### src/rtl/uart_irq_pkg.sv
package uart_irq_pkg;

    localparam int NSRC   = 4;
    localparam int IDW    = $clog2(NSRC);
    localparam int REGW   = 8;

    // cause index order doubles as priority order (index 0 highest)
    localparam int SRC_LINE  = 0;
    localparam int SRC_RX    = 1;
    localparam int SRC_TX    = 2;
    localparam int SRC_MODEM = 3;

    typedef enum logic [IDW-1:0] {
        ID_MODEM = 2'b00,
        ID_TXE   = 2'b01,
        ID_RXD   = 2'b10,
        ID_LINE  = 2'b11
    } src_id_e;

    function automatic logic [REGW-1:0] make_ident(input logic any, input src_id_e id);
        logic [REGW-1:0] v;
        v = '0;
        if (any) v[IDW:1] = id;
        else     v[0]     = 1'b1;
        return v;
    endfunction

endpackage

### src/rtl/uart_irq_src.sv
module uart_irq_src (
    input  logic clk,
    input  logic rst,
    input  logic cond_i,
    input  logic clr_i,
    output logic pend_o
);
    typedef struct packed {
        logic prev;
        logic pend;
    } src_st_t;

    src_st_t st_d, st_q;
    logic    rise;

    always_comb begin
        st_d      = st_q;
        rise      = cond_i & ~st_q.prev;
        st_d.prev = cond_i;
        // a fresh edge outranks a clear in the same cycle
        st_d.pend = rise | (st_q.pend & ~clr_i);
    end

    always_ff @(posedge clk) begin
        if (rst) st_q <= '0;
        else     st_q <= st_d;
    end

    assign pend_o = st_q.pend;
endmodule

### src/rtl/uart_irq_prio.sv
module uart_irq_prio
    import uart_irq_pkg::*;
(
    input  logic [NSRC-1:0] active_i,
    output logic            any_o,
    output src_id_e         id_o
);
    always_comb begin
        any_o = 1'b0;
        id_o  = ID_MODEM;
        // walk from lowest rank upward so the highest rank wins
        for (int i = NSRC - 1; i >= 0; i--) begin
            if (active_i[i]) begin
                any_o = 1'b1;
                id_o  = src_id_e'(IDW'(NSRC - 1 - i));
            end
        end
    end
endmodule

### src/rtl/uart_irq_freeze.sv
module uart_irq_freeze
    import uart_irq_pkg::*;
(
    input  logic            clk,
    input  logic            rst,
    input  logic            rd_i,
    input  logic [REGW-1:0] live_i,
    output logic            capture_o,
    output logic [REGW-1:0] ident_o
);
    typedef struct packed {
        logic            hold;
        logic [REGW-1:0] snap;
    } frz_st_t;

    frz_st_t st_d, st_q;

    always_comb begin
        st_d      = st_q;
        capture_o = rd_i & ~st_q.hold;
        st_d.hold = rd_i;
        if (capture_o) st_d.snap = live_i;
        ident_o   = st_q.hold ? st_q.snap : live_i;
    end

    always_ff @(posedge clk) begin
        if (rst) st_q <= '{hold: 1'b0, snap: REGW'(1)};
        else     st_q <= st_d;
    end
endmodule

### src/rtl/uart_irq_ident.sv
module uart_irq_ident
    import uart_irq_pkg::*;
(
    input  logic            clk,
    input  logic            rst,
    input  logic [NSRC-1:0] int_en,
    input  logic            line_err,
    input  logic            rx_ready,
    input  logic            tx_empty,
    input  logic            modem_chg,
    input  logic            rd_ident,
    input  logic            rd_line,
    input  logic            rd_rxbuf,
    input  logic            rd_modem,
    input  logic            wr_txhold,
    output logic [REGW-1:0] ident,
    output logic            irq
);
    logic [NSRC-1:0] cond, clr, pend, active;
    logic            any_live, capture;
    src_id_e         top_id;
    logic [REGW-1:0] live_ident;

    always_comb begin
        cond            = '0;
        cond[SRC_LINE]  = line_err;
        cond[SRC_RX]    = rx_ready;
        cond[SRC_TX]    = tx_empty;
        cond[SRC_MODEM] = modem_chg;

        clr             = '0;
        clr[SRC_LINE]   = rd_line;
        clr[SRC_RX]     = rd_rxbuf;
        clr[SRC_TX]     = wr_txhold | (capture & any_live & (top_id == ID_TXE));
        clr[SRC_MODEM]  = rd_modem;
    end

    for (genvar g = 0; g < NSRC; g++) begin : g_src
        uart_irq_src u_src (
            .clk    (clk),
            .rst    (rst),
            .cond_i (cond[g]),
            .clr_i  (clr[g]),
            .pend_o (pend[g])
        );
    end

    assign active = pend & int_en;

    uart_irq_prio u_prio (
        .active_i (active),
        .any_o    (any_live),
        .id_o     (top_id)
    );

    assign live_ident = make_ident(any_live, top_id);

    uart_irq_freeze u_freeze (
        .clk       (clk),
        .rst       (rst),
        .rd_i      (rd_ident),
        .live_i    (live_ident),
        .capture_o (capture),
        .ident_o   (ident)
    );

    assign irq = any_live;
endmodule

### config.mk
export PLATFORM = sky130hd
export DESIGN_NAME = uart_irq_ident
export DESIGN_NICKNAME = d
export VERILOG_FILES = /design/src/rtl/uart_irq_pkg.sv /design/src/rtl/uart_irq_src.sv /design/src/rtl/uart_irq_prio.sv /design/src/rtl/uart_irq_freeze.sv /design/src/rtl/uart_irq_ident.sv
export SDC_FILE = /design/constraint.sdc
export NUM_CORES = 1
export LEC_CHECK = 0
export BUFFER_PORTS_ARGS = -buffer_cell sky130_fd_sc_hd__buf_2
export CAP_MARGIN = 0
export CELL_PAD_IN_SITES_DETAIL_PLACEMENT = 2
export CELL_PAD_IN_SITES_GLOBAL_PLACEMENT = 2
export CORE_UTILIZATION = 21
export DETAILED_ROUTE_END_ITERATION = 7
export GPL_TIMING_DRIVEN = 1
export PLACE_DENSITY_LB_ADDON = 0.1
export SLEW_MARGIN = 20
export SYNTH_ARGS = -nofsm -noshare
export SYNTH_HDL_FRONTEND = slang
export SYNTH_SLANG_ARGS = --single-unit
### constraint.sdc
create_clock -name clk -period 0.9 [get_ports clk]
set_input_delay 0 -clock clk [delete_from_list [all_inputs] [get_ports clk]]
set_output_delay 0 -clock clk [all_outputs]
set_load 0.1 [all_outputs]
==> flow_summary.ini <==
[route]
ant_nets = 0
routed-via-count = 505
drtIter0Drc = 1
wirelength_um = 1430
vias_per_cell = 4.21
drc = 0
drt-pass1-iter-count = 2
wl_per_cell_um = 11.9

[clock_tree]
cts-buffers-inserted = 3
clk-insertion-delay-late_ns = 0.27
cts-root-buf = clkbuf_4
cts_max_level = 1
clock_sinks = 12
cts_tree = done
clk_path_buf_depth = 2
path_clk_slew_ns = 0.08

[status]
run_status = finished, violations left
violations = negative setup slack

[worst_hold_path]
hp-start = rst
hold_class = in -> reg
hold_depth = 2
min_to = g_src[1].u_src.pend_o

[placed_design]
hpwl_um = 955
io_buffer_count = 18
placed_cell_area_um2 = 696
gp_congestion = 0.673
dp_slack_ns = -0.377
dp_cells = 102

[setup_path]
cp-start-kind = flip-flop
ff2ff_setup_slack_ns = -0.32
rr_startpoint = g_src[1].u_src.pend_o
r2r_cells = 4
path_class = reg -> out
critical_path_arrival_ns = 1.53
worstReg2RegEnd = u_freeze.st_q[0]
end_kind = primary output
worstPathMaxFanout = 2
crit_required_ns = 0.90

[yosys]
yosys.area.top_type_share_pct = 46.8
netlist_area_um2 = 513
synth-edff-count = 0
async_reset_ff_share_pct = 0
synth_common_cells = dfxtp_1, nand2b_1, nor2b_1, a21oi_1, buf_4
synthCells = 55
synth.most_common_cell = dfxtp_1
yosys_warnings = 0
yosysUniqueCellTypes = 19
synth_flop_cell = dfxtp_1
syn_avg_cell_area_um2 = 9.33
synth_top_area_cell = dfxtp_1
yosys-top-cells-area = dfxtp_1, nand2b_1, buf_4
seq_area_frac_synth_pct = 46.8
ys_ff_latch = 12

[timing]
hold_violations = 0
layout_setup_ws_ns = -0.632
finalSetupViolations = 8
finClkSkew_ns = 0.00246
holdWs_ns = 0.0551
period_share_pct = 170
grt_setup_unrepaired = yes
max_freq_ghz = 0.653
totalNegativeSetupSlack_ns = -3.30
slew_viol_final = 0
finalCriticalPeriod_ns = 1.53

[power]
power_mw = 1.62
power.switching_uw = 572
p_sw_share_pct = 35.4
p_leak_nw = 0.407
combPwrFrac_pct = 36.2
power_density_nw_per_um2 = 1770
p_int_mw = 1.04
p_clk_share_pct = 27.4
pwr-share-seq_pct = 36.4
max-vdd-ir-drop_v = 0.000994

[floorplan]
dieArea_um2 = 2640
rows = 17
core_area_um2 = 2250
die_width_um = 51.4
die_y_um = 51.4
ioPinCount = 24
start_util_pct = 22.8

[global_route]
track_usage_pct = 12.9
first_global_vias = 558
grt_pass1_wl_um = 2390
antenna_found_initial = 0
overflow = 0
grt_start_max_net_pins = 13

[finish]
final_cell_area_um2 = 915
final_cells = 120
final_util_pct = 40.6
fin_nets = 108
drive_above_1_share_pct = 46.7
n_antenna_cell = 0
area_growth_pct = 78.3

[job]
maxCapViolCount = 0
-- registers in the layout (all words and copies together) (netlist names) --
name,count
g_src.u_src.pend_o,4
g_src.u_src.st_q,4
u_freeze.st_q,4
-- layout make-up --
type | count | area [µm²]
Multi-Input combinational cell | 39 | 287
Inverter | 2 | 7.51
Clock buffer | 4 | 36.3
Sequential cell | 12 | 244
Timing Repair Buffer | 35 | 305
Tap cell | 28 | 35.0
Fill cell | 265 | 1340
-- critical path, stage by stage, from the launching register on --
cell and delay [ns]:
dfxtp_2 0.32, a22o_1 0.23, a221o_4 0.35, o21ai_4 0.15
buf_12 0.19
-- power by group through the flow --
stage                     registers (mW)  logic, mW  clock network (mW)
after floorplan                    0.597      0.364                   0
after CTS                          0.589      0.571               0.455
final                              0.589      0.584               0.443
after global routing               0.593      0.614               0.487
after detailed placement           0.602      0.469                   0
after global placement             0.602      0.464                   0
-- cells in the final DEF (no fill, tap or decap), drive strengths merged --
cell / netlist / routed
nand2: 2 / 2
nor2b: 6 / 6
buf: 5 / 27
mux2: 2 / 2
inv: 2 / 2
nand3: 1 / 1
o21a: 1 / 1
nor2: 2 / 2
a221o: 1 / 1
dfxtp: 12 / 12
dlygate4sd3: 0 / 8
o21ai: 2 / 2
clkbuf: 1 / 4
a22o: 1 / 1
conb: 1 / 5
a211oi: 1 / 1
nand2b: 7 / 7
a21oi: 5 / 5
a22oi: 1 / 1
a32o: 2 / 2
-- kinds of logic after synthesis --
| kind of cell | count (synthesis) | share of synthesized area, % |
|---|---|---|
| other | 1 | 0.731 |
| and+or+nand+nor | 18 | 19.8 |
| AOI/OAI and AO/OA | 14 | 18.8 |
| muxes | 2 | 4.39 |
| DFF | 12 | 46.8 |
| buffers and inverters | 8 | 9.51 |
-- how the worst max path moves through the flow --
stage,start,endpoint,slack (ns),depth (start not counted)
after CTS,g_src[1].u_src.pend_o,ident[0],-0.63,4
final,g_src[1].u_src.pend_o,ident[0],-0.63,4
after floorplan,g_src[1].u_src.pend_o,ident[0],-0.73,3
after detailed placement,g_src[1].u_src.pend_o,ident[0],-0.38,4
after global routing,g_src[1].u_src.pend_o,ident[0],-0.68,4
after global placement,g_src[1].u_src.pend_o,ident[0],-0.35,4
-- timing repair --
item / CTS / global route
endpoints found under the hold margin: 8 / 0
resized for setup: 13 / 3
gates cloned: 0 / 0
pin swaps: 4 / 3
setup endpoints to repair: 8 / 8
buffers inserted: 5 / 1
hold buffers: 8 / 0
-- layer usage --
| layer | wire, µm | vias to the layer above | part of all wire, % | global-route usage [%] |
|---|---|---|---|---|
| li1 | - | 252 | - | - |
| met5 | 0 | - | 0 | 0 |
| met4 | 0 | 0 | 0 | 2.70 |
| met3 | 82 | 0 | 5.7 | 5.65 |
| met2 | 761 | 14 | 53 | 24.5 |
| met1 | 589 | 239 | 41 | 12.7 |
Note: power is estimated with default switching activity, not from simulation.
